`src/rtl/wdog_pkg.sv`:
```
package wdog_pkg;
  localparam int ADDR_W = 2;
  localparam int CTRL_W = 3;
  localparam int CTRL_RUN = 0;
  localparam int CTRL_IRQ = 1;
  localparam int CTRL_RST = 2;
  typedef enum logic [ADDR_W-1:0] {
    REG_LOAD  = 2'd0,
    REG_CTRL  = 2'd1,
    REG_COUNT = 2'd2,
    REG_STAT  = 2'd3
  } reg_addr_e;
endpackage

```
`src/rtl/wdog_regs.sv`:
```
module wdog_regs
  import wdog_pkg::*;
#(
  parameter int CNT_W = 32,
  parameter logic [CNT_W-1:0] LOAD_RST = '1
) (
  input  logic              clk_i,
  input  logic              rst_ni,
  input  logic              req_i,
  input  logic              we_i,
  input  logic [ADDR_W-1:0] addr_i,
  input  logic [CNT_W-1:0]  wdata_i,
  input  logic [CNT_W-1:0]  cnt_i,
  input  logic              flag_i,
  output logic [CNT_W-1:0]  load_o,
  output logic [CTRL_W-1:0] ctrl_o,
  output logic              load_wr_o,
  output logic              clr_o,
  output logic [CNT_W-1:0]  rdata_o
);
  logic wr;
  assign wr        = req_i && we_i;
  assign load_wr_o = wr && (reg_addr_e'(addr_i) == REG_LOAD);
  assign clr_o     = wr && (reg_addr_e'(addr_i) == REG_STAT);

  always_ff @(posedge clk_i or negedge rst_ni) begin
    if (!rst_ni) begin
      load_o <= LOAD_RST;
      ctrl_o <= '0;
    end else begin
      if (load_wr_o) load_o <= wdata_i;
      if (wr && reg_addr_e'(addr_i) == REG_CTRL) ctrl_o <= wdata_i[CTRL_W-1:0];
    end
  end

  always_comb begin
    unique case (reg_addr_e'(addr_i))
      REG_LOAD:  rdata_o = load_o;
      REG_CTRL:  rdata_o = {{(CNT_W-CTRL_W){1'b0}}, ctrl_o};
      REG_COUNT: rdata_o = cnt_i;
      default:   rdata_o = {{(CNT_W-1){1'b0}}, flag_i};
    endcase
  end

  // period write lands in the register
  p_load_store_r2: assert property (@(posedge clk_i) disable iff (!rst_ni)
    load_wr_o |=> load_o == $past(wdata_i));
endmodule

```
`src/rtl/wdog_counter.sv`:
```
module wdog_counter #(
  parameter int CNT_W = 32,
  parameter logic [CNT_W-1:0] LOAD_RST = '1
) (
  input  logic             clk_i,
  input  logic             rst_ni,
  input  logic             run_i,
  input  logic             load_wr_i,
  input  logic [CNT_W-1:0] load_val_i,
  input  logic             reload_i,
  input  logic [CNT_W-1:0] load_i,
  output logic [CNT_W-1:0] cnt_o,
  output logic             expire_o
);
  // writes and clears take priority over an expiry in the same cycle
  assign expire_o = run_i && (cnt_o == '0) && !load_wr_i && !reload_i;

  always_ff @(posedge clk_i or negedge rst_ni) begin
    if (!rst_ni)          cnt_o <= LOAD_RST;
    else if (load_wr_i)   cnt_o <= load_val_i;
    else if (reload_i)    cnt_o <= load_i;
    else if (expire_o)    cnt_o <= load_i;
    else if (run_i)       cnt_o <= cnt_o - CNT_W'(1);
  end

  p_hold_r3: assert property (@(posedge clk_i) disable iff (!rst_ni)
    (!run_i && !load_wr_i && !reload_i) |=> $stable(cnt_o));
  p_reload_r4: assert property (@(posedge clk_i) disable iff (!rst_ni)
    expire_o |=> cnt_o == $past(load_i));
  p_load_now_r2: assert property (@(posedge clk_i) disable iff (!rst_ni)
    load_wr_i |=> cnt_o == $past(load_val_i));
endmodule

```
`src/rtl/wdog_escalate.sv`:
```
module wdog_escalate #(
  parameter int PULSE_LEN = 4
) (
  input  logic clk_i,
  input  logic rst_ni,
  input  logic expire_i,
  input  logic clr_i,
  input  logic rst_en_i,
  output logic flag_o,
  output logic rst_req_o
);
  localparam int PW = $clog2(PULSE_LEN + 1);
  logic [PW-1:0] pulse_q;
  logic          fire;

  assign fire      = expire_i && flag_o && rst_en_i;
  assign rst_req_o = (pulse_q != '0);

  always_ff @(posedge clk_i or negedge rst_ni) begin
    if (!rst_ni) begin
      flag_o  <= 1'b0;
      pulse_q <= '0;
    end else begin
      if (clr_i)         flag_o <= 1'b0;
      else if (expire_i) flag_o <= 1'b1;
      if (fire)                 pulse_q <= PW'(PULSE_LEN);
      else if (pulse_q != '0)   pulse_q <= pulse_q - PW'(1);
    end
  end

  p_rst_needs_flag_r6: assert property (@(posedge clk_i) disable iff (!rst_ni)
    $rose(rst_req_o) |-> $past(flag_o && rst_en_i && expire_i));
  p_clear_r7: assert property (@(posedge clk_i) disable iff (!rst_ni)
    clr_i |=> !flag_o);
  p_no_rst_disabled_r8: assert property (@(posedge clk_i) disable iff (!rst_ni)
    (!rst_en_i && !rst_req_o) |=> !$rose(rst_req_o));
endmodule

```
`src/rtl/twostage_wdog.sv`:
```
module twostage_wdog
  import wdog_pkg::*;
#(
  parameter int CNT_W = 32,
  parameter int PULSE_LEN = 4,
  parameter logic [CNT_W-1:0] LOAD_RST = '1
) (
  input  logic              clk_i,
  input  logic              rst_ni,
  input  logic              req_i,
  input  logic              we_i,
  input  logic [ADDR_W-1:0] addr_i,
  input  logic [CNT_W-1:0]  wdata_i,
  output logic [CNT_W-1:0]  rdata_o,
  output logic              irq_o,
  output logic              rst_req_o
);
  logic [CNT_W-1:0]  load_q, cnt_q;
  logic [CTRL_W-1:0] ctrl_q;
  logic              load_wr, clr, expire, flag;

  wdog_regs #(.CNT_W(CNT_W), .LOAD_RST(LOAD_RST)) u_regs (
    .clk_i, .rst_ni, .req_i, .we_i, .addr_i, .wdata_i,
    .cnt_i(cnt_q), .flag_i(flag), .load_o(load_q), .ctrl_o(ctrl_q),
    .load_wr_o(load_wr), .clr_o(clr), .rdata_o
  );

  wdog_counter #(.CNT_W(CNT_W), .LOAD_RST(LOAD_RST)) u_cnt (
    .clk_i, .rst_ni, .run_i(ctrl_q[CTRL_RUN]), .load_wr_i(load_wr),
    .load_val_i(wdata_i), .reload_i(clr), .load_i(load_q),
    .cnt_o(cnt_q), .expire_o(expire)
  );

  wdog_escalate #(.PULSE_LEN(PULSE_LEN)) u_esc (
    .clk_i, .rst_ni, .expire_i(expire), .clr_i(clr),
    .rst_en_i(ctrl_q[CTRL_RST]), .flag_o(flag), .rst_req_o
  );

  assign irq_o = flag && ctrl_q[CTRL_IRQ];

  p_irq_mask_r5: assert property (@(posedge clk_i) disable iff (!rst_ni)
    (expire && !ctrl_q[CTRL_IRQ] && !(req_i && we_i)) |=> !irq_o);
endmodule

```
`config.mk`:
```
export PLATFORM = sky130hd
export DESIGN_NAME = twostage_wdog
export DESIGN_NICKNAME = d
export VERILOG_FILES = /design/src/rtl/wdog_pkg.sv /design/src/rtl/wdog_regs.sv /design/src/rtl/wdog_counter.sv /design/src/rtl/wdog_escalate.sv /design/src/rtl/twostage_wdog.sv
export SDC_FILE = /design/constraint.sdc
export NUM_CORES = 1
export LEC_CHECK = 0
export BUFFER_PORTS_ARGS = -buffer_cell sky130_fd_sc_hd__clkbuf_2
export CAP_MARGIN = 10
export CORE_ASPECT_RATIO = 0.8
export CORE_MARGIN = 2
export CORE_UTILIZATION = 35
export CTS_CLUSTER_SIZE = 16
export DETAILED_ROUTE_END_ITERATION = 7
export MAX_ROUTING_LAYER = met4
export PLACE_DENSITY_LB_ADDON = 0.1
export REMOVE_ABC_BUFFERS = 1
export SYNTH_ARGS = -nofsm -noshare
export SYNTH_HDL_FRONTEND = slang
export SYNTH_SLANG_ARGS = --single-unit
```
`constraint.sdc`:
```
create_clock -name clk_i -period 2.2 [get_ports clk_i]
set_clock_uncertainty 0.2 [all_clocks]
set_input_delay 0.44 -clock clk_i [delete_from_list [all_inputs] [get_ports clk_i]]
set_output_delay 0.44 -clock clk_i [all_outputs]
set_load 0.03 [all_outputs]
```
* Word level (Yosys, flattened, before mapping)
Index checks and enable logic that the tools add are counted.
** Operators by class
- Reduce and logical (&&, ||, !) cells :: 18
- Equal/unequal tests :: 3
- Mux-type cells :: 9
- Add/subtract/negate cells :: 2
** Operator list (count)
- two-way mux 32 bit :: 4
- case mux 32 bit (3 select lines) :: 1
- logical NOT 32 bit :: 1
- subtractor 32 x 1 -> 32 bit (second input constant) :: 1
- logical AND 1 bit :: 10
- two-way mux 3 bit :: 2
- equality test 2 bit (second input constant) :: 2
- nonzero test 2 bit :: 2
- nonzero test 4 bit :: 1
- nonzero test 3 bit :: 1
- subtractor 3 x 1 -> 3 bit (second input constant) :: 1
- equality test 2 x 1 -> 1 bit (second input constant) :: 1
- logical NOT 1 bit :: 2
- logical NOT 2 bit :: 1
- two-way mux 1 bit :: 2
** Storage, ports and cells
- Output and inout port bits :: 34
- Register bits after elaboration :: 71
- Input port bits :: 38

* Depth between registers and ports, before layout
- Depth in word-level cells :: 8
- Gate-level depth with buffers :: 10
- Mapped depth without buffers :: 8

* Modules after synthesis
From an unflattened synthesis, not the netlist that was laid out.
** Second synthesis, totals
- Cells, all modules :: 487
- Area total of the unflattened synthesis :: 4890.9 sq um
** Modules (own cells, without submodules)
- wdog_counter :: cells an instance 317, area each 2631.3 sq um, times used 1
- wdog_regs :: cells an instance 149, area each 2047.0 sq um, times used 1
- wdog_escalate :: cells an instance 20, area each 206.4 sq um, times used 1
- twostage_wdog :: cells an instance 1, area each 6.3 sq um, times used 1

* Worst setup path before layout
No wires, ideal clock.
- Path kind :: reg-to-reg
- Start point :: reg u_cnt.cnt_o[0]
- End point :: reg u_cnt.cnt_o[3]
- Path slack :: -90 ps
- Data required time :: 1906 ps
- Stages on the path, launching flop included :: 11
- Clock period less this slack :: 2290 ps
- Library setup time :: 94 ps
- Arrival :: 1996 ps
- Cells stage by stage :: dfstp_2 -> inv_1 -> ha_1 -> nor4b_4 -> and4_1 -> buf_4 -> nand3_1 -> nand2_1 -> buf_4 -> a222oi_1 -> o21ai_0
** On the way
- Cells in the longest elaborated chain, start to end :: 7
- Elaborated cells on any way between the ends :: 10
- Classes of those cells :: add/sub: 1; mux: 4; reduce/logical: 5
** Ends and longest elaborated chain
- from (decl) :: RTL line wdog_counter.sv:12 : output logic [CNT_W-1:0] cnt_o,
- from (signal assigned) :: RTL line wdog_counter.sv:20 : else if (load_wr_i) cnt_o <= load_val_i;
- from (signal assigned) :: RTL line wdog_counter.sv:21 : else if (reload_i) cnt_o <= load_i;
- from (signal assigned) :: RTL line wdog_counter.sv:22 : else if (expire_o) cnt_o <= load_i;
- branches (longest 7 deep; another with subtractor 32 x 1 -> 32 bit)
Several ways; the timed one is not identified. The select of a mux whose other input is x is not followed.
A chain may end at the register's enable or synchronous reset.

* Worst setup path after layout
- Start point :: reg u_cnt.cnt_o[0]
- End point :: reg u_cnt.cnt_o[26]
Same word-level chain as after synthesis.

==> implementation parameters <==
Parameter                              Value

Logic synthesis
  Leading register cell type out of synthesis ... sky130_fd_sc_hd__dfstp_2
  Average footprint of a synthesized cell ... 8.62 µm²
  Share of synthesized registers carrying an async set or reset ... 100%
  Unique masters post-synth ... 68
  Synth area leaders ... sky130_fd_sc_hd__dfstp_2 (37%), sky130_fd_sc_hd__nand2_1 (12%), sky130_fd_sc_hd__mux2i_1 (7.4%)
  Flops & latches, synth ... 71
  Portion of synthesized cell area occupied by the leading cell type ... 36.7%
  Synth Instances ... 531
  Largest area contributor in the synthesized netlist ... sky130_fd_sc_hd__dfstp_2
  Total standard cell area after synthesis ... 4580 µm²
  Part of the Yosys area used for sequential elements ... 40.6%
  Number of synthesized flops with an enable pin ... 0
  Count of warnings emitted by yosys ... 0

Drt
  Count of antenna-violating nets left after detailed routing ... 0
  Routed wire length per instance ... 17.6 µm
  Drt first-iter violations ... 328
  Vias/cell ... 5.19
  First drt pass iteration count ... 4
  Total wire length after detailed routing ... 15400 µm
  Routed via count ... 4547
  Remaining design rule violation count ... 0

Critical path
  Critical path required time ... 2.26 ns
  Category of the worst setup path capture point ... flop
  CP max FO ... 3
  R2R Setup Slk ... 0.02 ns
  Data arrival, critical path ... 2.24 ns
  Startpoint of the lowest-slack register-to-register path ... u_cnt.cnt_o[0]$_DFFE_PN1P_
  Type of origin of the critical path ... flop
  Cell count of the worst reg-to-reg path ... 9
  Capture instance of the worst register-to-register path ... u_cnt.cnt_o[26]$_DFFE_PN1P_
  WS Path Type ... flop to flop

Floorplanning
  Core outline area ... 12800 µm²
  FP Rows ... 37
  Die height ... 106 µm
  Total Die Area ... 14000 µm²
  Horizontal extent of the die ... 132 µm
  Ports ... 72
  Initial core utilization ... 35.7%

Global routing
  Pin count of the biggest net entering global routing ... 72
  Aggregate global-route resource usage ... 23.4%
  Via count of the first global-routing pass ... 4575
  Antenna violations before repair ... 0
  First-pass GRT wire length ... 25000 µm
  Congestion Overflow GR ... 0

Timing
  Fin. Hold Viols ... 0
  Number of slew-limit violations in the final report ... 0
  Worst setup margin ... 0.0210 ns
  Final critical path time including I/O delays and setup ... 2.18 ns
  Final critical-path share of the clock period ... 99.0%
  Max Clock Freq ... 0.459 GHz
  Worst-margin pin slew ... 0.435 ns
  Unrepaired setup endpoints after global routing ... yes
  Relative slew slack ... 71.0%
  Worst hold margin ... 0.0859 ns
  Setup violators final ... 0

Clocking
  Maximum clock insertion buffer count ... 2
  Clock transition at the registers of the reported paths ... 0.06 ns
  Clock tree root buffer cell ... sky130_fd_sc_hd__clkbuf_16
  CTS H-Tree Depth ... 3
  Clock tree from TritonCTS ... built
  TritonCTS Sinks ... 71
  Total CTS buffers ... 9
  Clock latency on the worst-skew pair ... 0.34 ns

Final layout
  Number of nets in the layout ... 737
  Share of cells above drive strength 1 ... 45.5%
  Diodes inserted ... 0
  Finished layout cell area ... 6500 µm²
  Commonest non-fill, non-tap cell in the layout ... sky130_fd_sc_hd__nand2_1
  Top library cells by usage in the layout, fill and taps aside ... sky130_fd_sc_hd__nand2_1 (136), sky130_fd_sc_hd__buf_4 (99), sky130_fd_sc_hd__clkbuf_2 (67), sky130_fd_sc_hd__dfstp_2 (64), sky130_fd_sc_hd__nor2_1 (56)
  Area delta synth->final ... 42.0%
  Layout filler cell count ... 1246

Power and ir drop
  Power density over the cells ... 989 nW/µm²
  Peak supply drop ... 0.513 mV
  Power consumption ... 6.43 mW
  Leakage ... 3.03 nW

Placement
  Instance area at placement ... 5860 µm²
  IO Port Bufs ... 71
  Worst setup slack before clock tree synthesis ... -0.266 ns
  DP Wirelength ... 11200 µm
  Final RePlAce weighted congestion ... 0.840

Worst hold path
  Worst hold path class ... primary input to flop
  Min-delay src ... wdata_i[16]
  Endpoint, Worst Hold ... u_regs.load_o[16]$_DFFE_PN1P_
  Worst hold path cell count ... 3

Run status
  Status ... completed

Run
  Max_cap viols ... 0
-- layer usage --
metal	routed length, µm	global-route usage (%)	up-vias
li1	-	-	2215
met1	7730	32.9	2215
met2	6990	34.6	100
met3	538	4.20	17
met4	175	6.29	0
met5	0	-	-
-- metrics by stage --
step	cells	setup TNS, ns	utilization [%]
6_report	876	0	50.7
5_1_grt	876	-0.507	50.7
4_1_cts	870	0	49.0
3_5_place_dp	851	-1.95	45.7
3_3_place_gp	851	-1.35	45.7
2_1_floorplan	499	-149.75	-
-- Yosys cell counts (3+ instances only) --
cell,n
sky130_fd_sc_hd__a211oi_1,3
sky130_fd_sc_hd__a21oi_1,19
sky130_fd_sc_hd__a221oi_1,4
sky130_fd_sc_hd__a222oi_1,5
sky130_fd_sc_hd__a31oi_1,10
sky130_fd_sc_hd__and3_1,3
sky130_fd_sc_hd__and4_1,3
sky130_fd_sc_hd__buf_1,4
sky130_fd_sc_hd__buf_2,8
sky130_fd_sc_hd__buf_4,5
sky130_fd_sc_hd__clkbuf_1,13
sky130_fd_sc_hd__dfrtp_1,7
sky130_fd_sc_hd__dfstp_2,64
sky130_fd_sc_hd__ha_1,3
sky130_fd_sc_hd__inv_1,6
sky130_fd_sc_hd__mux2_2,4
sky130_fd_sc_hd__mux2i_1,34
sky130_fd_sc_hd__nand2_1,141
sky130_fd_sc_hd__nand2b_1,3
sky130_fd_sc_hd__nand3_1,23
sky130_fd_sc_hd__nand3b_1,4
sky130_fd_sc_hd__nand4_1,8
sky130_fd_sc_hd__nor2_1,61
sky130_fd_sc_hd__nor3_1,5
sky130_fd_sc_hd__nor4_1,3
sky130_fd_sc_hd__o211ai_1,6
sky130_fd_sc_hd__o21ai_0,9
sky130_fd_sc_hd__o21ai_1,6
sky130_fd_sc_hd__o22ai_1,3
sky130_fd_sc_hd__or3_1,4
sky130_fd_sc_hd__or4_4,3
sky130_fd_sc_hd__xnor2_1,6
sky130_fd_sc_hd__xor2_1,5
-- power by group --
part           total (mW)  internal [mW]  switching, mW
clock                1.55          0.968          0.581
combinational        2.60           1.21           1.39
sequential           2.28           1.89          0.385
total                6.43           4.07           2.36
-- critical path: stages, from the launching register on --
cell	delay, ns
sky130_fd_sc_hd__dfstp_2	0.37
sky130_fd_sc_hd__inv_2	0.07
sky130_fd_sc_hd__ha_4	0.12
sky130_fd_sc_hd__nor4b_4	0.26
sky130_fd_sc_hd__nand4_2	0.19
sky130_fd_sc_hd__buf_6	0.17
sky130_fd_sc_hd__or4_4	0.43
sky130_fd_sc_hd__nand3_2	0.07
sky130_fd_sc_hd__a21oi_1	0.06
sky130_fd_sc_hd__a31oi_1	0.15
-- timing repair --
item | in CTS | in global routing
gates resized for setup | 19 | 41
hold buffers | 1 | 0
setup endpoints to repair | 20 | 33
pin swaps | 7 | 17
cloned | 0 | 1
hold endpoints to repair | 7 | 0
setup buffers | 2 | 6
-- cell families (layout without fill, tap and decap cells) --
group	Yosys count	in the layout	synth area share, %
xor gates and xnor gates	11	11	2.10
adders and majority gates	3	3	0.820
AOI/OAI and AO/OA	83	83	12.4
muxes	39	39	8.91
DFF	71	71	40.6
and+or+nand+nor	286	286	31.0
buffers and inverters	38	208	4.15
-- area by class of cell --
type	count	area, µm²	share of cell area (%)
Clock buffer	13	270	4.16
Clock inverter	3	40.0	0.616
Inverter	6	22.5	0.347
Multi-Input combinational cell	422	2740	42.1
Sequential cell	71	1860	28.6
Tap cell	175	219	3.37
Timing Repair Buffer	186	1350	20.8
-- sequential cells by signal, summed over array words and instances, names as in the netlist --
register and count:
u_cnt.cnt_o 32, u_esc.flag_o 1, u_esc.pulse_q 3, u_regs.ctrl_o 3, u_regs.load_o 32
-- how the worst max path moves through the flow --
stage                                        to  depth (start not counted)  slack (ns)                        from
finish              u_cnt.cnt_o[26]$_DFFE_PN1P_                          9        0.02  u_cnt.cnt_o[0]$_DFFE_PN1P_
global route        u_cnt.cnt_o[28]$_DFFE_PN1P_                          9       -0.12  u_cnt.cnt_o[0]$_DFFE_PN1P_
CTS                 u_cnt.cnt_o[13]$_DFFE_PN1P_                         10       0.002  u_cnt.cnt_o[0]$_DFFE_PN1P_
detailed placement   u_cnt.cnt_o[4]$_DFFE_PN1P_                          9       -0.27  u_cnt.cnt_o[0]$_DFFE_PN1P_
global placement     u_cnt.cnt_o[4]$_DFFE_PN1P_                          9       -0.24  u_cnt.cnt_o[0]$_DFFE_PN1P_
floorplan            u_cnt.cnt_o[2]$_DFFE_PN1P_                          5       -3.13                   addr_i[1]
Note: power is estimated with default switching activity, not from simulation.
